**config.mk**
```make
export PLATFORM = sky130hd
export DESIGN_NAME = lock_bank_top
export DESIGN_NICKNAME = d
export VERILOG_FILES = /design/src/rtl/lock_bank_pkg.sv /design/src/rtl/lock_bank_decode.sv /design/src/rtl/lock_bank_resolve.sv /design/src/rtl/lock_bank_top.sv
export SDC_FILE = /design/constraint.sdc
export NUM_CORES = 1
export LEC_CHECK = 0
export ABC_AREA = 0
export ABC_CLOCK_PERIOD_IN_PS = 4900
export CORE_MARGIN = 2
export CORE_UTILIZATION = 47
export CTS_BUF_LIST = sky130_fd_sc_hd__clkbuf_4 sky130_fd_sc_hd__clkbuf_8
export CTS_CLUSTER_SIZE = 28
export DETAILED_ROUTE_END_ITERATION = 7
export PLACE_DENSITY = 0.87
export SYNTH_ARGS = -nofsm -noshare
export SYNTH_HDL_FRONTEND = slang
export SYNTH_SLANG_ARGS = --single-unit
export TNS_END_PERCENT = 100
```
**constraint.sdc**
```tcl
create_clock -name clk -period 4.9 [get_ports clk]
set_clock_uncertainty 0.05 [all_clocks]
set_input_delay 0.98 -clock clk [delete_from_list [all_inputs] [get_ports clk]]
set_output_delay 0.98 -clock clk [all_outputs]
set_load 0.03 [all_outputs]
```
**src/rtl/lock_bank_pkg.sv**
```systemverilog
`timescale 1ns/1ps
package lock_bank_pkg;
   localparam int unsigned LOCK_REGION_BASE = 32'h800;
   localparam int unsigned STATUS_BYTE_ADDR = 32'h14;
   localparam int unsigned COUNT_FIELD_LSB  = 24;
   localparam int unsigned LOCKS_PER_UNIT   = 32;
   localparam int unsigned REGION_IDX_W     = 9;

   // One-hot count code placed in the status word
   function automatic logic [31:0] status_word(int unsigned n_locks);
      return 32'(n_locks / LOCKS_PER_UNIT) << COUNT_FIELD_LSB;
   endfunction
endpackage

```
**src/rtl/lock_bank_decode.sv**
```systemverilog
`timescale 1ns/1ps
module lock_bank_decode #(
   parameter int unsigned ADDR_W  = 12,
   parameter int unsigned DATA_W  = 32,
   parameter int unsigned N_LOCKS = 32,
   parameter int unsigned IDX_W   = 5
) (
   input  logic              valid,
   input  logic              write,
   input  logic [ADDR_W-1:0] addr,
   input  logic [DATA_W-1:0] wdata,
   output logic              acq,
   output logic              rel,
   output logic [IDX_W-1:0]  idx,
   output logic              hit_lock,
   output logic              hit_oor,
   output logic              hit_status
);
   import lock_bank_pkg::*;

   localparam int unsigned TOP_W = ADDR_W - 11;
   localparam logic [ADDR_W-3:0] STATUS_WORD_ADDR = (ADDR_W-2)'(STATUS_BYTE_ADDR >> 2);

   logic                    in_region;
   logic [REGION_IDX_W-1:0] word_idx;
   logic                    unused_lsbs;

   assign unused_lsbs = ^addr[1:0];
   assign in_region   = (addr[ADDR_W-1:11] == TOP_W'(1));
   assign word_idx    = addr[10:2];
   assign hit_lock    = in_region && (word_idx < REGION_IDX_W'(N_LOCKS));
   assign hit_oor     = in_region && !hit_lock;
   assign hit_status  = (addr[ADDR_W-1:2] == STATUS_WORD_ADDR);
   assign idx         = word_idx[IDX_W-1:0];
   assign acq         = valid && !write && hit_lock;
   assign rel         = valid && write && hit_lock && (wdata == '0);
endmodule

```
**src/rtl/lock_bank_resolve.sv**
```systemverilog
`timescale 1ns/1ps
module lock_bank_resolve #(
   parameter int unsigned N_PORTS = 2,
   parameter int unsigned N_LOCKS = 32,
   parameter int unsigned IDX_W   = 5
) (
   input  logic                           clk,
   input  logic                           rst,
   input  logic [N_PORTS-1:0]             acq,
   input  logic [N_PORTS-1:0]             rel,
   input  logic [N_PORTS-1:0][IDX_W-1:0]  idx,
   output logic [N_PORTS-1:0]             won,
   output logic [N_LOCKS-1:0]             lock_state
);
   logic [N_LOCKS-1:0] state_q;
   logic [N_LOCKS-1:0] state_d;

   // Releases first, then acquires in ascending port order
   always_comb begin
      state_d = state_q;
      won     = '0;
      for (int p = 0; p < int'(N_PORTS); p++) begin
         if (rel[p]) state_d[idx[p]] = 1'b0;
      end
      for (int p = 0; p < int'(N_PORTS); p++) begin
         if (acq[p] && !state_d[idx[p]]) begin
            won[p]            = 1'b1;
            state_d[idx[p]]   = 1'b1;
         end
      end
   end

   always_ff @(posedge clk) begin
      if (rst) state_q <= '0;
      else     state_q <= state_d;
   end

   assign lock_state = state_q;
endmodule

```
**src/rtl/lock_bank_top.sv**
```systemverilog
`timescale 1ns/1ps
module lock_bank_top #(
   parameter int unsigned N_PORTS = 2,
   parameter int unsigned N_LOCKS = 32,
   parameter int unsigned ADDR_W  = 12,
   parameter int unsigned DATA_W  = 32
) (
   input  logic                             clk,
   input  logic                             rst,
   input  logic [N_PORTS-1:0]               req_valid,
   input  logic [N_PORTS-1:0]               req_write,
   input  logic [N_PORTS-1:0][ADDR_W-1:0]   req_addr,
   input  logic [N_PORTS-1:0][DATA_W-1:0]   req_wdata,
   output logic [N_PORTS-1:0]               rsp_valid,
   output logic [N_PORTS-1:0][DATA_W-1:0]   rsp_rdata
);
   import lock_bank_pkg::*;

   localparam int unsigned IDX_W = $clog2(N_LOCKS);
   localparam logic [DATA_W-1:0] STATUS_VAL = DATA_W'(status_word(N_LOCKS));

   if (!(N_LOCKS == 32 || N_LOCKS == 64 || N_LOCKS == 128 || N_LOCKS == 256)) begin : g_bad_locks
      $error("lock_bank_top: N_LOCKS must be 32, 64, 128 or 256");
   end
   if (N_PORTS < 1) begin : g_bad_ports
      $error("lock_bank_top: N_PORTS must be at least 1");
   end
   if (ADDR_W < 12) begin : g_bad_addr
      $error("lock_bank_top: ADDR_W must be at least 12");
   end
   if (DATA_W < 28) begin : g_bad_data
      $error("lock_bank_top: DATA_W must hold the count field");
   end

   logic [N_PORTS-1:0]            acq;
   logic [N_PORTS-1:0]            rel;
   logic [N_PORTS-1:0][IDX_W-1:0] idx;
   logic [N_PORTS-1:0]            hit_lock;
   logic [N_PORTS-1:0]            hit_oor;
   logic [N_PORTS-1:0]            hit_status;
   logic [N_PORTS-1:0]            won;
   logic [N_LOCKS-1:0]            lock_state;

   for (genvar p = 0; p < N_PORTS; p++) begin : g_port
      logic [DATA_W-1:0] rdata_d;

      lock_bank_decode #(
         .ADDR_W (ADDR_W),
         .DATA_W (DATA_W),
         .N_LOCKS(N_LOCKS),
         .IDX_W  (IDX_W)
      ) u_dec (
         .valid     (req_valid[p]),
         .write     (req_write[p]),
         .addr      (req_addr[p]),
         .wdata     (req_wdata[p]),
         .acq       (acq[p]),
         .rel       (rel[p]),
         .idx       (idx[p]),
         .hit_lock  (hit_lock[p]),
         .hit_oor   (hit_oor[p]),
         .hit_status(hit_status[p])
      );

      always_comb begin
         rdata_d = '0;
         if (req_valid[p] && !req_write[p]) begin
            if (hit_status[p])    rdata_d = STATUS_VAL;
            else if (hit_lock[p]) rdata_d = DATA_W'(!won[p]);
            else if (hit_oor[p])  rdata_d = DATA_W'(1);
         end
      end

      always_ff @(posedge clk) begin
         if (rst) begin
            rsp_valid[p] <= 1'b0;
            rsp_rdata[p] <= '0;
         end else begin
            rsp_valid[p] <= req_valid[p];
            rsp_rdata[p] <= rdata_d;
         end
      end
   end

   lock_bank_resolve #(
      .N_PORTS(N_PORTS),
      .N_LOCKS(N_LOCKS),
      .IDX_W  (IDX_W)
   ) u_resolve (
      .clk       (clk),
      .rst       (rst),
      .acq       (acq),
      .rel       (rel),
      .idx       (idx),
      .won       (won),
      .lock_state(lock_state)
   );
endmodule

```
Word-level counts from Yosys, hierarchy flattened
Cells that the tools add are included.

Order comparisons: 6. Equality and inequality tests: 2. Multiplexer cells: 20. Bitwise operators: 8. Reductions and logical operators: 34.

Operators with widths (count): $mux W32 (4); $and A32 B32 Y32 (2); $logic_not A32 Y1 (2); $not A32 Y32 (2); $or A32 B32 Y32 (2); $mux W25 (2); $eq A10 B3 Y1 const B (2); $logic_and A1 B1 Y1 (18); $lt A9 B6 Y1 const B (2); $lt A5 B6 Y1 const B (2); $bmux W1 S5 (2); $demux W1 S5 (2); $ge A5 B1 Y1 const B (2); $mux W1 (10); $logic_not A1 Y1 (8); $reduce_or A4 Y1 (2); $reduce_or A3 Y1 (2); $reduce_or A2 Y1 (2); $not A1 Y1 (2).

Flip-flop bits (word level): 98. Bits of input ports: 94. Output and inout port bits: 66.

Logic depth before layout (Yosys ltp)
Word-level depth: 22. Depth in mapped cells: 14. Mapped depth without buffers: 10.

Modules after synthesis
From an unflattened synthesis, not the netlist that was laid out.

Cell total of the unflattened synthesis: 601. Area, all modules: 4436.8 um^2.

By module, submodules not included: lock_bank_resolve (instances 1, cells an instance 470, area an instance 3324.4 um^2, sequential area each 640.6 um^2); lock_bank_top (instances 1, cells an instance 79, area an instance 719.4 um^2, sequential area each 120.1 um^2); lock_bank_decode (instances 2, cells an instance 26, area an instance 196.4 um^2, sequential area each 0.0 um^2).

Least setup slack after synthesis
OpenSTA, ideal clock, no wires.

Kind: input to register. Start: input port req_addr[22] in the netlist's numbering. End: register rsp_rdata[32] in the netlist's numbering. Library setup time: 0.060 ns. Data arrival time: 3.805 ns. Setup slack: 0.986 ns. Stages on the path: 12. Buffers on the path: 2. Path through: nor4_1 > nand4_1 > or3_1 > buf_6 > o31a_1 > a221o_1 > o21ai_4 > and4_4 > buf_6 > nand3_4 > a2111oi_4 > o41a_1.

Cells in the longest elaborated chain, start to end: 17. Elaborated cells on any way between the ends: 24. Those cells by class: 1 x order compare; 1 x eq/ne; 9 x mux; 1 x bitwise; 12 x reduce/logical.

Ends and longest elaborated chain: start, declared (RTL line lock_bank_top.sv:12) `input logic [N_PORTS-1:0][ADDR_W-1:0] req_addr,`; $lt A9 B6 Y1 (RTL line lock_bank_decode.sv:31) `assign hit_lock = in_region && (word_idx < REGION_IDX_W'(N_LOCKS));`; $logic_and A1 B1 Y1 (RTL line lock_bank_decode.sv:31); $logic_and A1 B1 Y1 (2 in a row) (RTL line lock_bank_decode.sv:36) `assign rel = valid && write && hit_lock && (wdata == '0);`; $mux W32 (RTL line lock_bank_resolve.sv:23) `if (rel[p]) state_d[idx[p]] = 1'b0;`; $bmux W1 S5 (RTL line lock_bank_resolve.sv:26) `if (acq[p] && !state_d[idx[p]]) begin`; $mux W1 (implied by the code) (RTL line lock_bank_resolve.sv:26); $logic_not A1 Y1 (RTL line lock_bank_resolve.sv:26); $logic_and A1 B1 Y1 (RTL line lock_bank_resolve.sv:26); $mux W32 (RTL line lock_bank_resolve.sv:26); $bmux W1 S5 (RTL line lock_bank_resolve.sv:26); $mux W1 (implied by the code) (RTL line lock_bank_resolve.sv:26); $logic_not A1 Y1 (RTL line lock_bank_resolve.sv:26); $logic_and A1 B1 Y1 (RTL line lock_bank_resolve.sv:26); $mux W1 (RTL line lock_bank_resolve.sv:26); $logic_not A1 Y1 (RTL line lock_bank_top.sv:69) `else if (hit_lock[p]) rdata_d = DATA_W'(!won[p]);`; $mux W1 (RTL line lock_bank_top.sv:69); end signal, assigned by index (RTL line lock_bank_top.sv:80) `rsp_rdata[p] <= rdata_d;`; end, declared (RTL line lock_bank_top.sv:15) `output logic [N_PORTS-1:0][DATA_W-1:0] rsp_rdata`.

Parallel ways exist; a longest one is shown, timed or not. The select of a mux whose other input is x is not followed. A chain may end at the register's enable or synchronous reset.

Final worst setup path
Start: input port req_addr[22] in the netlist's numbering. End: register u_resolve.state_q[5] (netlist: u_resolve.lock_state[5]).

Cells in the longest elaborated chain, start to end: 15. Elaborated cells on any way between the ends: 18. Those cells by class: 1 x order compare; 7 x mux; 2 x bitwise; 8 x reduce/logical.

Ends and longest elaborated chain: $lt A9 B6 Y1 (*) (RTL line lock_bank_decode.sv:31); $logic_and A1 B1 Y1 (*) (RTL line lock_bank_decode.sv:31); $logic_and A1 B1 Y1 (2 in a row) (RTL line lock_bank_decode.sv:36); $mux W32 (RTL line lock_bank_resolve.sv:23); $bmux W1 S5 (RTL line lock_bank_resolve.sv:26); $mux W1 (implied by the code) (RTL line lock_bank_resolve.sv:26); $logic_not A1 Y1 (RTL line lock_bank_resolve.sv:26); $logic_and A1 B1 Y1 (RTL line lock_bank_resolve.sv:26); $mux W32 (RTL line lock_bank_resolve.sv:26); $bmux W1 S5 (RTL line lock_bank_resolve.sv:26); $mux W1 (implied by the code) (RTL line lock_bank_resolve.sv:26); $logic_not A1 Y1 (RTL line lock_bank_resolve.sv:26); $logic_and A1 B1 Y1 (RTL line lock_bank_resolve.sv:26); $mux W32 (*) (RTL line lock_bank_resolve.sv:26); end signal, assigned (RTL line lock_bank_resolve.sv:35) `else state_q <= state_d;`; end, declared (RTL line lock_bank_resolve.sv:15) `logic [N_LOCKS-1:0] state_q;`.

Every way passes the cells marked *; elsewhere a longest branch is shown, timed or not. The select of a mux whose other input is x is not followed.

==> results.json <==
{
  "status": "complete, but fails checks",
  "violations": "setup timing",
  "grt_usage_pct": 38.9,
  "grt_pass1_vias": 5687,
  "cts_max_level": 2,
  "drv_slew": 0,
  "synthArstFlopShare_pct": 0,
  "synth_cell_types": 80,
  "min_from": "u_resolve.lock_state[14]",
  "pwr_density_cell_mw_per_mm2": 160,
  "core_area_mm2": 0.00928,
  "crit_arrival_ns": 5.05,
  "syn_area_per_cell_um2": 7.12,
  "end_kind": "register",
  "irDropWorstVdd_mv": 0.128,
  "die_w_um": 102,
  "setup_slack_ns": -0.0205,
  "fp.dieH_um": 102,
  "synthToLayoutAreaGrowth_pct": 35.2,
  "row_count": 35,
  "yosys_warnings": 0,
  "multi_input_area_mm2": 0.00329,
  "rsz0062_at_grt": "false",
  "netlist_area_mm2": 0.00451,
  "ys_seq_area_share_pct": 16.9,
  "report.power.total_mw": 0.979,
  "grt_max_degree": 32,
  "die-area_mm2": 0.0104,
  "n_fill_cell": 834,
  "drc": 0,
  "place_hpwl_mm": 16.1,
  "min_to": "u_resolve.lock_state[14]",
  "r2r_end": "u_resolve.lock_state[0]",
  "synth-edff-count": 0,
  "synth.ff_latch_count": 38,
  "seq_area_um2": 761,
  "n_antenna_cell": 0,
  "timing.fmax_ghz": 0.203,
  "path_class": "in2reg",
  "port_buffers": 95,
  "crit_path_max_fanout": 13,
  "clk_pin_slew_ns": 0.09,
  "io_pins": 160,
  "grt_overflow_total": 0,
  "fin_crit_sh_pct": 100,
  "ff2ff_path_depth": 10,
  "period_needed_ns": 4.92,
  "rrSetupSlack_ns": 2.08,
  "cap_violations": 0,
  "ctsResizeCount": 0,
  "clock-sinks": 38,
  "dr.first_iter.drc_count": 784,
  "relSlewSlack_pct": 42.3,
  "clk_path_buf_depth": 2,
  "finalHoldViolCount": 0,
  "routed_wl_mm": 20.7,
  "placedCellCount": 909,
  "holdPathStages": 3,
  "grt_pass1_wl_mm": 30.6,
  "start_kind": "primary input",
  "synth_cells": 634,
  "cts_root_buffer": "clkbuf_8",
  "cts_inserted_buffers": 5,
  "route.vias.total": 5970,
  "p_leak_nw": 2.25,
  "placed_cell_area_mm2": 0.00595,
  "instances_no_fill": 917,
  "hold_path_class": "reg2reg",
  "via_per_inst": 6.51,
  "final_nets": 881,
  "gp_congestion": 1.08,
  "post_drt_wl_per_cell_um": 22.6,
  "reg2reg_from": "u_resolve.lock_state[14]",
  "cts_setup_buffers": 0,
  "worstPathRequired_ns": 5.03,
  "cts_hold_buffers": 0,
  "final_antenna_net_count": 0,
  "fin_area_mm2": 0.00610,
  "insertion_delay_ns": 0.31,
  "cts_tree": "yes",
  "antenna_found_initial": 0,
  "initial_core_util_pct": 48.6,
  "synth_flop_cell": "dfxtp_1",
  "layout-drive-gt1-share_pct": 18.0,
  "drtPass1Iterations": 5,
  "worst_pin_slew_ns": 0.854,
  "setup_viol": 6
}
==> cells in the final DEF (no fill, tap or decap), drive strengths merged, types with 4 or more instances in the layout <==
master,instances
or2,8
a31oi,19
o21a,6
nor4,31
nor2,38
o41ai,10
or3,9
nand4,19
o211ai,10
a21o,5
o311a,5
o31a,7
nand3,31
nand3b,6
o21bai,16
nand2b,6
a211oi,4
conb,60
and3b,4
o21ai,36
o22ai,7
o31ai,14
clkbuf,6
a21oi,24
and3,10
dfxtp,38
nand2,57
inv,11
nor2b,8
nor3,27
clkdlybuf4s50,95
buf,99
and2,7
==> flip-flops by register name, indices dropped and copies added, names as in the netlist <==
signal and count:
u_resolve.lock_state 32, rsp_rdata 4, rsp_valid 2
==> area by class of cell <==
type,count,share of cell area (%)
Multi-Input combinational cell,536,53.8
Timing Repair Buffer,194,28.0
Sequential cell,38,12.5
Tap cell,129,2.65
Clock buffer,6,1.35
Clock inverter,2,0.984
Inverter,12,0.738
==> logic make-up after synthesis <==
kind of cell,share of synthesized area (%)
xor gates and xnor gates,0.388
other,0.0831
DFF,16.9
and+or+nand+nor,34.0
muxes,0.915
buffers and inverters,15.5
AOI/OAI and AO/OA,32.2
==> cell usage after synthesis, types with 14 or more instances <==
master / instances / area share, %
nand2_1: 57 / 4.7
nand3_1: 29 / 3.2
clkbuf_1: 35 / 2.9
nor2_1: 38 / 3.2
o21ai_0: 31 / 3.4
a21oi_1: 23 / 2.5
o31ai_1: 14 / 2.3
a31oi_1: 19 / 2.6
nor3_1: 26 / 2.9
dfxtp_1: 38 / 17
nand4_1: 17 / 2.4
nor4_1: 26 / 3.6
o21bai_1: 16 / 2.7
buf_4: 60 / 10
==> power breakdown <==
part           switching [mW]  total, mW  internal (mW)
registers            0.000412      0.310          0.310
logic                   0.189      0.307          0.118
clock network           0.144      0.362          0.218
==> critical path: stages <==
cell and delay [ns]:
clkdlybuf4s50_1 0.43, nor4_1 0.37, nand4_1 0.20, buf_4 0.26
nor4_1 0.65, o22ai_1 0.30, o31ai_1 0.30, buf_4 0.17
o31a_1 0.24, and4_4 0.33, nand3_1 0.27, nand3_2 0.26
buf_4 0.20, o22ai_1 0.08
==> per-stage QoR <==
| stage | TNS [ns] | util (%) | setup slack [ns] | hold WS (ns) |
|---|---|---|---|---|
| after floorplan | 0 | - | 0.986 | 0.523 |
| after global placement | 0 | 64.1 | 0.0104 | 0.538 |
| after detailed placement | -0.382 | 64.1 | -0.0338 | 0.577 |
| after CTS | 0 | 65.7 | 0.272 | 0.589 |
| after global routing | 0 | 65.7 | 0.00910 | 0.633 |
| final | -0.0751 | 65.7 | -0.0205 | 0.595 |
==> routing by layer <==
| metal | GRT usage (%) | wire length, µm | vias to the layer above |
|---|---|---|---|
| met5 | 0 | 0 | - |
| met1 | 45.9 | 7020 | 2707 |
| met4 | 23.1 | 1420 | 0 |
| li1 | - | - | 2596 |
| met3 | 11.8 | 3150 | 128 |
| met2 | 62.1 | 9130 | 539 |
==> worst max path at each step <==
stage                 startpoint                  endpoint  slack [ns]  depth (start not counted)
floorplan           req_addr[22]             rsp_rdata[32]        0.99                         12
global placement    req_addr[22]   u_resolve.lock_state[4]        0.01                         14
detailed placement  req_addr[22]   u_resolve.lock_state[8]       -0.03                         14
CTS                 req_addr[22]   u_resolve.lock_state[8]        0.27                         14
global route        req_addr[22]  u_resolve.lock_state[18]       0.009                         14
finish              req_addr[22]   u_resolve.lock_state[5]       -0.02                         14
(Power assumes the default switching activity.)
